File: config.mk
export PLATFORM = sky130hd
export DESIGN_NAME = bytebus_dac_if
export DESIGN_NICKNAME = d
export VERILOG_FILES = /design/src/rtl/bbdac_pkg.sv /design/src/rtl/bbdac_decode.sv /design/src/rtl/bbdac_nibble.sv /design/src/rtl/bbdac_codereg.sv /design/src/rtl/bytebus_dac_if.sv
export SDC_FILE = /design/constraint.sdc
export NUM_CORES = 1
export LEC_CHECK = 0
export BUFFER_PORTS_ARGS = -buffer_cell sky130_fd_sc_hd__buf_2
export CAP_MARGIN = 10
export CORE_UTILIZATION = 40
export CTS_BUF_LIST = sky130_fd_sc_hd__clkbuf_8
export CTS_CLUSTER_DIAMETER = 80
export DETAILED_ROUTE_END_ITERATION = 8
export PLACE_DENSITY = 0.75
export SLEW_MARGIN = 10
export SYNTH_ARGS = -nofsm -noshare
export SYNTH_HDL_FRONTEND = slang
export SYNTH_SLANG_ARGS = --single-unit
File: constraint.sdc
create_clock -name clk -period 1.9 [get_ports clk]
set_clock_uncertainty 0.2 [all_clocks]
set_input_delay 0.095 -clock clk [delete_from_list [all_inputs] [get_ports clk]]
set_output_delay 0.095 -clock clk [all_outputs]
set_load 0.01 [all_outputs]
File: src/rtl/bbdac_pkg.sv
`timescale 1ns/1ps
// Shared definitions for the byte-bus DAC loader.
// Assumes: mode input is a single bit encoded as below.
package bbdac_pkg;
    typedef enum logic {
        MODE_BYTE = 1'b0,   // two writes: high nibble, then low byte
        MODE_ADDR = 1'b1    // one write: code carried in address bits
    } bus_mode_e;
endpackage

File: src/rtl/bbdac_decode.sv
`timescale 1ns/1ps
// Address and strobe decode.
// Turns one bus cycle into at most one write enable.
// Assumes: strobes are already synchronous to clk; only one enable can be high.
module bbdac_decode #(
    parameter int                ADDR_W  = 16,
    parameter int                CODE_W  = 12,
    parameter logic [ADDR_W-1:0] HI_ADDR = 16'h0401,
    parameter logic [ADDR_W-1:0] LO_ADDR = 16'h0400,
    parameter logic [ADDR_W-CODE_W-1:0] BLK_ID = 4'hA
) (
    input  logic              cs_n,
    input  logic              wr_n,
    input  logic              mode_sel,
    input  logic [ADDR_W-1:0] addr,
    output logic              hi_we,
    output logic              lo_we,
    output logic              blk_we
);
    import bbdac_pkg::*;
    localparam int BLK_W = ADDR_W - CODE_W;

    logic strobe;
    logic byte_mode;

    // Qualify the bus cycle and split it by mode and address.
    always_comb begin
        strobe    = !cs_n && !wr_n;
        byte_mode = (bus_mode_e'(mode_sel) == MODE_BYTE);
        hi_we     = strobe &&  byte_mode && (addr == HI_ADDR);
        lo_we     = strobe &&  byte_mode && (addr == LO_ADDR);
        blk_we    = strobe && !byte_mode && (addr[ADDR_W-1 -: BLK_W] == BLK_ID);
    end
endmodule

File: src/rtl/bbdac_nibble.sv
`timescale 1ns/1ps
// Holding register for the upper part of the code in byte mode.
// Assumes: we is a single-cycle qualified write enable.
module bbdac_nibble #(
    parameter int HI_W = 4
) (
    input  logic            clk,
    input  logic            rst_n,
    input  logic            we,
    input  logic [HI_W-1:0] din,
    output logic [HI_W-1:0] nib
);
    // Keep the most recently written nibble.
    always_ff @(posedge clk) begin
        if (!rst_n)  nib <= '0;
        else if (we) nib <= din;
    end
endmodule

File: src/rtl/bbdac_codereg.sv
`timescale 1ns/1ps
// Output code register with optional sign conversion and commit marker.
// Assumes: load is high for exactly the cycles that commit a full word.
module bbdac_codereg #(
    parameter int CODE_W = 12
) (
    input  logic              clk,
    input  logic              rst_n,
    input  logic              load,
    input  logic              signed_en,
    input  logic [CODE_W-1:0] raw_code,
    output logic [CODE_W-1:0] code,
    output logic              pulse
);
    logic [CODE_W-1:0] conv_code;

    // Flip the top bit to turn a two's complement code into offset binary.
    always_comb conv_code = raw_code ^ {signed_en, {(CODE_W-1){1'b0}}};

    // Commit all bits together and flag the commit for one cycle.
    always_ff @(posedge clk) begin
        if (!rst_n) begin
            code  <= '0;
            pulse <= 1'b0;
        end else begin
            pulse <= load;
            if (load) code <= conv_code;
        end
    end
endmodule

File: src/rtl/bytebus_dac_if.sv
`timescale 1ns/1ps
// Byte-bus loader for a 12-bit DAC code register (top level).
// Byte mode: a high-nibble write followed by a low-byte commit.
// Address mode: the low address bits carry the full code.
// Assumes: bus signals are synchronous to clk; reset is synchronous, active low.
module bytebus_dac_if #(
    parameter int                ADDR_W  = 16,
    parameter int                CODE_W  = 12,
    parameter int                BYTE_W  = 8,
    parameter logic [ADDR_W-1:0] HI_ADDR = 16'h0401,
    parameter logic [ADDR_W-1:0] LO_ADDR = 16'h0400,
    parameter logic [ADDR_W-CODE_W-1:0] BLK_ID = 4'hA
) (
    input  logic              clk,
    input  logic              rst_n,
    input  logic [ADDR_W-1:0] bus_addr,
    input  logic [BYTE_W-1:0] bus_wdata,
    input  logic              bus_cs_n,
    input  logic              bus_wr_n,
    input  logic              mode_sel,
    input  logic              signed_en,
    output logic [CODE_W-1:0] dac_code,
    output logic              load_pulse
);
    localparam int HI_W = CODE_W - BYTE_W;

    logic              hi_we, lo_we, blk_we;
    logic [HI_W-1:0]   nib;
    logic [CODE_W-1:0] raw_code;
    logic              load;

    bbdac_decode #(
        .ADDR_W(ADDR_W), .CODE_W(CODE_W),
        .HI_ADDR(HI_ADDR), .LO_ADDR(LO_ADDR), .BLK_ID(BLK_ID)
    ) u_decode (
        .cs_n(bus_cs_n), .wr_n(bus_wr_n), .mode_sel(mode_sel),
        .addr(bus_addr), .hi_we(hi_we), .lo_we(lo_we), .blk_we(blk_we)
    );

    bbdac_nibble #(.HI_W(HI_W)) u_nibble (
        .clk(clk), .rst_n(rst_n), .we(hi_we),
        .din(bus_wdata[HI_W-1:0]), .nib(nib)
    );

    // Pick the word source: address bits or held nibble plus data byte.
    always_comb begin
        load     = lo_we || blk_we;
        raw_code = blk_we ? bus_addr[CODE_W-1:0] : {nib, bus_wdata};
    end

    bbdac_codereg #(.CODE_W(CODE_W)) u_codereg (
        .clk(clk), .rst_n(rst_n), .load(load), .signed_en(signed_en),
        .raw_code(raw_code), .code(dac_code), .pulse(load_pulse)
    );
endmodule

Yosys cells after proc, flatten, opt, wreduce, memory -nomap -nowiden

Index checks and enable logic that the tools add are counted.

ROM bits: 0
RAM bits: 0
Memories kept: 0
Latch bits: 0
Word-level logic and storage cells: 18
Bits of input ports: 30
Register bits: 17

Reductions and logical operators: 9
Bitwise operators: 2
Div/mod/pow operators: 0
$mul: 0
Equality and inequality tests: 3
Order comparisons: 0
Mux-type cells: 1
Shifts and indexed selects: 0
Add/subtract/negate cells: 0

Operator list:

| operator                                               | number |
|---|---|
| equality test 16 x 11 -> 1 bit (second input constant) | 2 |
| two-way mux 12 bit                                     | 1 |
| bitwise XOR 12 bit                                     | 1 |
| logical AND 1 bit                                      | 6 |
| equality test 4 bit (second input constant)            | 1 |
| zero test 1 bit                                        | 2 |
| logical OR 1 bit                                       | 1 |
| inverter 1 bit                                         | 1 |

Logic depth before layout (Yosys ltp)

Gate-level depths: netlist (run 1).

Word-level depth: 6
Gate-level depth with buffers: 7

Cells and area by module

A second synthesis (run 1) with hierarchy kept.

Cells, all modules: 79
Area total of the unflattened synthesis: 928.4 um^2

Modules (own cells, without submodules):

| module         | cells each | sequential area each (um^2) | instances | area each (um^2) |
|---|---|---|---|---|
| bbdac_codereg  | 42         | 260.2                       | 1         | 500.5 |
| bytebus_dac_if | 14         | 0.0                         | 1         | 186.4 |
| bbdac_nibble   | 13         | 80.1                        | 1         | 156.4 |
| bbdac_decode   | 10         | 0.0                         | 1         | 85.1 |

Least setup slack after synthesis (run 1)

Ideal clock, no wire load.

Path kind: input to register
Start: input bus_addr[12]
End: register u_codereg.code[3]
Path slack: -120 ps
Data arrival time: 1735 ps
Required time: 1614 ps
Stages on the path: 7
Path buffers: 2
Cells stage by stage: or4_4 or3_1 or2_1 buf_6 buf_8 mux2i_1 a211oi_1

Longest elaborated chain between the ends: 4
Elaborated cells on any way between the ends: 7
Classes of those cells: eq/ne (2); mux (1); bitwise (1); reduce/logical (3)

Ends and longest elaborated chain:

| item                   | RTL line             | source |
|---|---|---|
| start: declaration     | bytebus_dac_if.sv:16 | `input logic [ADDR_W-1:0] bus_addr,` |
| equality test 4 bit    | bbdac_decode.sv:32   | `blk_we = strobe && !byte_mode && (addr[ADDR_W-1 -: BLK_W] == BLK_ID);` |
| logical AND 1 bit      | bbdac_decode.sv:32   |  |
| two-way mux 12 bit     | bytebus_dac_if.sv:48 | `raw_code = blk_we ? bus_addr[CODE_W-1:0] : {nib, bus_wdata};` |
| bitwise XOR 12 bit     | bbdac_codereg.sv:18  | `always_comb conv_code = raw_code ^ {signed_en, {(CODE_W-1){1'b0}}};` |
| end signal: assignment | bbdac_codereg.sv:27  | `if (load) code <= conv_code;` |
| end: declaration       | bbdac_codereg.sv:12  | `output logic [CODE_W-1:0] code,` |

Parallel ways exist; a longest one is shown, timed or not.
A chain may end at the register's enable or synchronous reset.

Worst setup path after layout (run 1)

Start: input bus_addr[12]
End: register u_codereg.code[4]

Same word-level chain as after synthesis.

==> results of run 1 <==
[kinds of logic (layout without fill, tap and decap cells)]
kind of cell / count (synthesis) / count (layout) / share of synthesized area (%)
AO/OA/AOI/OAI: 17 / 17 / 14.0
multiplexers: 15 / 15 / 18.6
buffers and inverters: 10 / 74 / 6.98
flip-flops: 17 / 17 / 42.2
AND/OR/NAND/NOR: 29 / 29 / 18.3
[power breakdown]
part	switching, W	total, W	internal (W)	leakage (nW)
Clock	0.000122	0.000265	0.000144	0.0269
Combinational	0.0000368	0.0000939	0.0000571	0.525
Sequential	0.000000959	0.000359	0.000358	0.137
[synthesized netlist by cell type, drive strengths merged]
cell type  count  area [µm²]
or2            2        12.5
nor2          15        56.3
o21ai          3        15.0
dfxtp         17         340
o21a           1        7.51
nor4b          1        8.76
nor4           1        6.26
a211oi        10        75.1
nand3          3        15.0
buf            2        26.3
nor3           2        10.0
mux2i         15         150
a21oi          3        15.0
nand4          1        6.26
or3            2        12.5
clkbuf         5        18.8
or4            2        20.0
inv            3        11.3
[per-stage QoR]
stage	setup WS, ps	area [µm²]
floorplan	-120	808
global placement	-187	1050
detailed placement	-226	1050
CTS	23.3	1300
global route	-89.3	1330
finish	-32.7	1330
[per-layer routing]
layer  GRT usage [%]  vias to the layer above
met5               0                        -
met4            9.14                        0
met3            5.77                       12
met2            46.9                       32
met1            26.8                      448
li1                -                      449
[layout make-up]
type                            count  area, µm²  share of cell area, %
Clock inverter                      1       3.75                  0.283
Multi-Input combinational cell     61        439                   33.1
Inverter                            3       11.3                  0.848
Timing Repair Buffer               67        460                   34.7
Sequential cell                    17        340                   25.6
Clock buffer                        3       41.3                   3.11
Tap cell                           25       31.3                   2.36
[worst min path at each step]
stage	from	endpoint	slack (ps)	cells after the start
6_report	bus_wdata[6]	u_codereg.code[6]$_SDFFE_PN0P_	60	3
4_1_cts	bus_wdata[6]	u_codereg.code[6]$_SDFFE_PN0P_	30	3
3_3_place_gp	bus_wdata[2]	u_nibble.nib[2]$_SDFFE_PN0P_	140	3
3_5_place_dp	rst_n	u_codereg.code[0]$_SDFFE_PN0P_	160	3
5_1_grt	bus_wdata[6]	u_codereg.code[6]$_SDFFE_PN0P_	70	3
2_1_floorplan	rst_n	u_codereg.code[0]$_SDFFE_PN0P_	30	2
[critical path: cells and delay by family]
family	cells	cell delay [ps]
AO/OA/AOI/OAI	1	260
buffers and inverters	2	280
AND/OR/NAND/NOR	3	1100
multiplexers	1	160
[state kept, by name (all words and copies together) (netlist names)]
register / flops
u_codereg.code: 12
u_codereg.pulse: 1
u_nibble.nib: 4
[what timing repair did]
action,4_1_cts,5_1_grt
resized for setup,0,6
endpoints found under the hold margin,16,0
hold buffers,20,0
setup endpoints to repair,0,9
buffers inserted,0,0
==> reports/results.ini, run 1 <==
[outcome]
outcome=finished, violations left
violations=negative setup slack

[setup_path]
worstPathArrival_ps=1900
reg2reg_depth=4
slowest_delay_ps=530
r2r_slack_ps=690
crit_type=input port to flop
required_ps=1860
cp_cell_sequence=buf_2, or4_4, or3_4, or2_1, buf_4, mux2i_1, a211oi_2
reg2reg_to=u_codereg.code[11]$_SDFFE_PN0P_
slowest_stage=or4_4
crit_path_end_kind=flop
cp-startpoint=bus_addr[12]
cp-start-kind=input port
crit_path_end=u_codereg.code[4]$_SDFFE_PN0P_
r2r-start=u_nibble.nib[3]$_SDFFE_PN0P_
path_max_fanout=7

[floorplanning]
dieArea_um2=2200
core_um2=1800
io_pins=43
start_util_pct=44.8
die_x_um=46.9
placementRows=15
die_h_um=46.9

[power]
power_w=0.000718
p_leak_nw=0.689
vdd_drop_max_mv=0.462
power_density_nw_per_um2=541

[timing]
setup_ws_ps=-32.7
maxSlewHeadroom_pct=60.9
rsz0062_at_grt=yes
hold_viol=0
timing.fmax_mhz=517
maxSlewViolCount=0
setup_tns_ps=-32.7
timing.final.crit_share_pct=102
worst_pin_slew_ps=586
period_minus_slack_ps=1930
setup_viol=1
timing.hold.ws_ps=61.2

[route]
top_layer=met4
m1WireLength_um=953
wl_um=2540
vias=941
drc_errors=0
drt_iter0_drc=20
wire_per_inst_um=14.4
met2_length_um=1400
vias_per_cell=5.32
ant_nets=0
route.met3.wl_um=102
first_pass_iters=5

[placed_design]
gp_congestion=0.760
port_buffers=42
dp_cells=153
dp_hpwl_um=1520

[clocking]
clock_sinks=17
cts.path.max_buffers=2
clkTransAtPathRegs_ps=60
clock_latency_ps=250
tritoncts=yes
numCtsBuffers=3
htree_num_levels=1
root_buffer=clkbuf_8

[yosys]
synth_area_um2=807
synth-seq-cells=17
synth.avg_cell_area_um2=9.17
ys_types=21
ys_seq_area_share_pct=42.2
synthCells=88
synth_warnings=0
syn-num-nets=118

[finish]
final_cell_mix=42 x buf_2, 20 x dlygate4sd3_1, 17 x dfxtp_1, 15 x nor2_1, 14 x mux2i_1
layout-drive-gt1-share_pct=38.8
utilization_pct=73.7
fin_cells=177
areaGrowthSynthToFinish_pct=64.5
antenna_cells=0
final_common_cell=buf_2
nFillCells=133
nets=183

[grt]
grt_usage_pct=24.9
grt.overflow.total=0
grt_pass1_wl_um=3750
grt_pass1_vias=885
grt_max_degree=17
antenna_found_initial=0

[run]
cap_violations=0

[hold_path]
hold_path.class=input port to flop

(Power assumes the default switching activity.)
==> run 2: changes to the inputs <==
--- a/config.mk
+++ b/config.mk
@@ -7,11 +7,11 @@
 export LEC_CHECK = 0
 export BUFFER_PORTS_ARGS = -buffer_cell sky130_fd_sc_hd__buf_2
 export CAP_MARGIN = 10
-export CORE_UTILIZATION = 40
-export CTS_BUF_LIST = sky130_fd_sc_hd__clkbuf_8
+export CORE_UTILIZATION = 39
+export CTS_BUF_LIST = sky130_fd_sc_hd__clkbuf_16
 export CTS_CLUSTER_DIAMETER = 80
 export DETAILED_ROUTE_END_ITERATION = 8
-export PLACE_DENSITY = 0.75
+export PLACE_DENSITY = 0.74
 export SLEW_MARGIN = 10
 export SYNTH_ARGS = -nofsm -noshare
 export SYNTH_HDL_FRONTEND = slang
==> run 2 against run 1 <==
Effect of this change:
- the run now ends clean
- critical path depth is the same
- worst hold slack lost 47 ps
- critical path type unchanged
- cell area shrank 0.38%
- register-to-register slack gained 20 ps
- combinational power shrank 4.9%
- sequential power is essentially flat
- non-clock buffer count shrank 3
- final cell count shrank 0.56%
==> reports/results.ini, run 2 (synthesis results as in run 1) <==
[grt]
grt_pass1_wl_um=3530
grt_max_degree=17
grt.overflow.total=0
antenna_found_initial=0
grt_pass1_vias=829
grt_usage_pct=23.0

[timing]
setup_viol=0
timing.fmax_mhz=540
timing.final.crit_share_pct=97.4
hold_viol=0
maxSlewHeadroom_pct=64.4
period_minus_slack_ps=1850
rsz0062_at_grt=no
worst_pin_slew_ps=533
maxSlewViolCount=0

[hold_path]
hold_path.class=input port to flop
holdPathEnd=u_codereg.code[7]$_SDFFE_PN0P_
holdPathStages=3
min_from=bus_wdata[7]

[finish]
areaGrowthSynthToFinish_pct=63.9
nFillCells=168
top_register=u_codereg.code
layout-drive-gt1-share_pct=38.9
final_cell_mix=42 x buf_2, 17 x dfxtp_1, 16 x dlygate4sd3_1, 15 x nor2_1, 15 x mux2i_1
reg_top3=u_codereg.code x12, u_nibble.nib x4, u_codereg.pulse x1
final_common_cell=buf_2
utilization_pct=67.4
fin_cells=176
largest_reg_flops=12
antenna_cells=0
multi_input_area_um2=430
seq_area_um2=340
nets=180

[floorplanning]
start_util_pct=41.1
dieArea_um2=2260
placementRows=16
core_um2=1960
die_h_um=47.5
io_pins=43
die_x_um=47.5

[setup_path]
crit_family=simple AND/OR/NAND/NOR gates
slowest_delay_ps=540
path_buf_inv=2
crit_type=input port to flop
reg2reg_to=u_codereg.code[11]$_SDFFE_PN0P_
worstPathArrival_ps=1760
path_max_fanout=13
r2r-start=u_nibble.nib[3]$_SDFFE_PN0P_
reg2reg_depth=4
r2r_slack_ps=710
cp-start-kind=input port
cp_cell_sequence=buf_2, or4_4, or3_4, or2_4, buf_12, mux2i_1, a211oi_2
crit_path_end_kind=flop
required_ps=1810
slowest_stage=or4_4

[clocking]
postCtsSetupRepairBufs=0
htree_num_levels=1
clock_sinks=17
clkTransAtPathRegs_ps=50
root_buffer=clkbuf_16
clock_latency_ps=240
tritoncts=yes
numCtsBuffers=3
cts.path.max_buffers=2

[power]
p_leak_nw=0.700
vdd_drop_max_mv=0.787
power_density_nw_per_um2=647
power_w=0.000855

[route]
vias_per_cell=4.99
wire_per_inst_um=13.7
drt_iter0_drc=16
drc_errors=0
first_pass_iters=6
wl_um=2400
ant_nets=0
vias=878

[placed_design]
dp_cells=156
gp_congestion=0.811
dp_hpwl_um=1490
port_buffers=42

[run]
cap_violations=0

[outcome]
outcome=finished, final reports clean

==> run 2: power breakdown <==
group	leakage, nW	internal, W	switching (W)
logic	0.520	0.0000538	0.0000356
clock network	0.0423	0.000279	0.000127
registers	0.137	0.000359	0.00000100
==> run 2: worst min-delay path: stages <==
cell and delay [ps]:
buf_2 90, mux2i_1 130, a211oi_1 90
==> run 2: area by class of cell <==
| type | count | share of cell area, % |
|---|---|---|
| Timing Repair Buffer | 64 | 32.4 |
| Clock buffer | 3 | 5.68 |
| Clock inverter | 1 | 0.284 |
| Sequential cell | 17 | 25.7 |
| Multi-Input combinational cell | 61 | 32.5 |
| Tap cell | 27 | 2.55 |
| Inverter | 3 | 0.851 |
==> run 2: repair_timing <==
item                                    in CTS  in global routing
endpoints found under the setup margin       0                 10
endpoints found under the hold margin       14                  0
hold buffers                                16                  0
resized for setup                            0                  5
==> run 2: worst max path at each step <==
stage | from | end | cells after the start
6_report | bus_addr[12] | u_codereg.code[3]$_SDFFE_PN0P_ | 7
3_5_place_dp | bus_addr[12] | u_codereg.code[1]$_SDFFE_PN0P_ | 7
4_1_cts | bus_addr[12] | u_codereg.code[6]$_SDFFE_PN0P_ | 7
5_1_grt | bus_addr[12] | u_codereg.code[3]$_SDFFE_PN0P_ | 7
2_1_floorplan | bus_addr[12] | u_codereg.code[3]$_SDFFE_PN0P_ | 7
3_3_place_gp | bus_addr[12] | u_codereg.code[3]$_SDFFE_PN0P_ | 7
==> run 2: metrics by stage <==
step                hold slack [ps]  setup WS (ps)  TNS, ps  area, µm²
floorplan                      33.4           -120     -922        808
global placement                149           -201    -2270       1060
detailed placement              156           -220    -2800       1060
CTS                            11.1           24.4        0       1300
global route                   26.3           1.46        0       1320
finish                         14.5           49.4        0       1320
==> run 2: layer usage <==
layer	track usage, %	routed length [µm]
met1	24.3	920
met2	43.8	1320
met3	7.55	112
met4	5.14	51
met5	0	0
==> run 3: changes to the inputs <==
--- a/config.mk
+++ b/config.mk
@@ -7,12 +7,13 @@
 export LEC_CHECK = 0
 export BUFFER_PORTS_ARGS = -buffer_cell sky130_fd_sc_hd__buf_2
 export CAP_MARGIN = 10
-export CORE_UTILIZATION = 39
+export CORE_UTILIZATION = 40
 export CTS_BUF_LIST = sky130_fd_sc_hd__clkbuf_16
 export CTS_CLUSTER_DIAMETER = 80
 export DETAILED_ROUTE_END_ITERATION = 8
-export PLACE_DENSITY = 0.74
+export PLACE_DENSITY = 0.73
 export SLEW_MARGIN = 10
 export SYNTH_ARGS = -nofsm -noshare
 export SYNTH_HDL_FRONTEND = slang
+export SYNTH_HIERARCHICAL = 1
 export SYNTH_SLANG_ARGS = --single-unit
==> run 3 against run 2 <==
Effect of this change:
- power decreased by 0.28%
- combinational power is 10% lower
- sequential power hardly changed
- setup slack better by 160 ps
- critical path depth did not move
- register-to-register slack gained 90 ps
- area after synthesis up 15%
- via count is 17% lower
- largest cell class unchanged
==> reports/results.ini, run 3 <==
[route]
top_layer=met4
first_pass_iters=3
ant_nets=0
wire_per_inst_um=12.3
route.met3.wl_um=114
drc_errors=0
vias_per_cell=4.67
vias=728
drt_iter0_drc=7
wl_um=1930
met2_length_um=880
m1WireLength_um=909

[finish]
final_common_cell=buf_2
largest_reg_flops=12
layout-drive-gt1-share_pct=51.6
top_register=u_codereg/code
final_cell_mix=42 x buf_2, 17 x dfxtp_1, 15 x mux2i_1, 15 x nor2b_1, 9 x mux2_4
areaGrowthSynthToFinish_pct=39.2
nFillCells=186
nets=159
reg_top3=u_codereg/code x12, u_nibble/nib x4, u_codereg/pulse x1
antenna_cells=0

[yosys]
synth.avg_cell_area_um2=11.8
synth_common_cells=17 x dfxtp_1, 15 x mux2i_1, 15 x nor2b_1, 9 x mux2_4
synth_area_um2=928
synth.largest_area_cell=dfxtp_1
synth-seq-cells=17
async_flop_share_pct=0
synthCells=79
synth.area.top_cells=dfxtp_1 37%, mux2i_1 16%, mux2_4 15%
netlist.area_leader.share_pct=36.7
ys_seq_area_share_pct=36.7
synth_edf_count=0
synth_warnings=6
synth.most_common_cell=dfxtp_1
ys_types=21
syn-num-nets=109
synthFlopType=dfxtp_1

[placed_design]
place_ws_ps=-26.9
port_buffers=42
gp_congestion=0.675
dp_hpwl_um=1430

[timing]
maxSlewHeadroom_pct=72.2
setup_viol=0
timing.final.crit_share_pct=89.1
rsz0062_at_grt=no
period_minus_slack_ps=1690
timing.fmax_mhz=591
worst_pin_slew_ps=413
setup_ws_ps=207
timing.hold.ws_ps=33.3
maxSlewViolCount=0
hold_viol=0

[setup_path]
path_buf_inv=2
crit_type=input port to flop
path_max_fanout=13
worstPathArrival_ps=1670
r2r-start=u_nibble/nib[3]$_SDFFE_PN0P_
r2r_slack_ps=800
reg2reg_to=u_codereg/code[11]$_SDFFE_PN0P_
slowest_delay_ps=410
required_ps=1880
crit_path_end_kind=flop
cp-start-kind=input port
slowest_stage=nor4_1
cp_cell_sequence=buf_2, nor4_1, and4_1, buf_12, mux2_2, xnor2_1, a21oi_1
reg2reg_depth=3
crit_family=simple AND/OR/NAND/NOR gates

[clocking]
clock_sinks=17
htree_num_levels=1
numCtsBuffers=3
postCtsSetupRepairBufs=0
clkTransAtPathRegs_ps=50
tritoncts=yes
root_buffer=clkbuf_16
clock_latency_ps=250
cts.path.max_buffers=2

[grt]
grt.overflow.total=0
grt_pass1_vias=673
antenna_found_initial=0
grt_pass1_wl_um=2990
grt_usage_pct=16.0
grt_max_degree=18

[outcome]
outcome=finished, final reports clean

[floorplanning]
dieArea_um2=2520
die_x_um=50.2
core_um2=2190
io_pins=43
die_h_um=50.2
start_util_pct=42.4
placementRows=17

[power]
p_leak_nw=0.543
power_density_nw_per_um2=660
vdd_drop_max_mv=0.444

[run]
cap_violations=0

[hold_path]
holdPathStages=2
hold_path.class=input port to flop
min_from=rst_n
holdPathEnd=u_nibble/nib[1]$_SDFFE_PN0P_

==> run 3: cell count changes in the layout (fill, tap and decap cells not counted), moves of 4 or more <==
cell           before  now
dlygate4sd3_1      16    5
mux2_4              0    9
nor2b_1             0   15
nor2_1             15    2
buf_4               5    1
a211oi_1            8    0
==> run 3: cell type report <==
class / instances / area, µm² / area share [%]
multi-input combinational: 57 / 531 / 41.0
sequential: 17 / 340 / 26.3
timing repair buffer: 50 / 308 / 23.8
clock buffer: 3 / 75.1 / 5.81
tap: 28 / 35.0 / 2.71
clock inverter: 1 / 3.75 / 0.290
==> run 3: kinds of logic after synthesis <==
| kind of cell | Yosys count | synth area share (%) |
|---|---|---|
| simple gates | 27 | 20.8 |
| mux | 27 | 34.4 |
| xor+xnor | 1 | 0.944 |
| compound gates | 2 | 1.08 |
| buf+inv | 5 | 6.20 |
| flops | 17 | 36.7 |
==> run 3: through the flow <==
step / area [µm²] / total power (W) / utilization (%) / setup TNS, ps / instances
global route: 1290 / 0.000886 / 59.0 / 0 / 156
CTS: 1290 / 0.000865 / 59.0 / 0 / 156
global placement: 1160 / 0.000437 / 53.1 / 0 / 147
detailed placement: 1160 / 0.000438 / 53.1 / -105 / 147
finish: 1290 / 0.000853 / 59.0 / 0 / 156
floorplan: 928 / 0.000395 / - / 0 / 79
==> run 3: repair_timing <==
action,4_1_cts,5_1_grt
hold buffers,5,0
hold endpoints to repair,5,0
gates resized for setup,0,0
setup endpoints to repair,0,0
==> run 3: layer usage <==
metal	global-route usage, %	vias to the layer above
li1	-	375
met1	20.1	326
met2	25.3	25
met3	3.33	2
met4	8.57	0
met5	0	-
==> run 3: worst max path at each step <==
| stage | start | end | depth (start not counted) |
|---|---|---|---|
| 5_1_grt | bus_wr_n | u_codereg/code[2]$_SDFFE_PN0P_ | 8 |
| 3_5_place_dp | bus_wr_n | u_codereg/code[11]$_SDFFE_PN0P_ | 7 |
| 2_1_floorplan | bus_wr_n | u_codereg/code[2]$_SDFFE_PN0P_ | 8 |
| 3_3_place_gp | bus_wr_n | u_codereg/code[11]$_SDFFE_PN0P_ | 7 |
| 4_1_cts | bus_wr_n | u_codereg/code[11]$_SDFFE_PN0P_ | 7 |
| 6_report | bus_wr_n | u_codereg/code[11]$_SDFFE_PN0P_ | 7 |
==> run 3: report_power, final <==
| group | internal (W) | total, W | switching (W) |
|---|---|---|---|
| clock | 0.000279 | 0.000415 | 0.000135 |
| combinational | 0.0000506 | 0.0000800 | 0.0000294 |
| sequential | 0.000358 | 0.000358 | 0.000000409 |
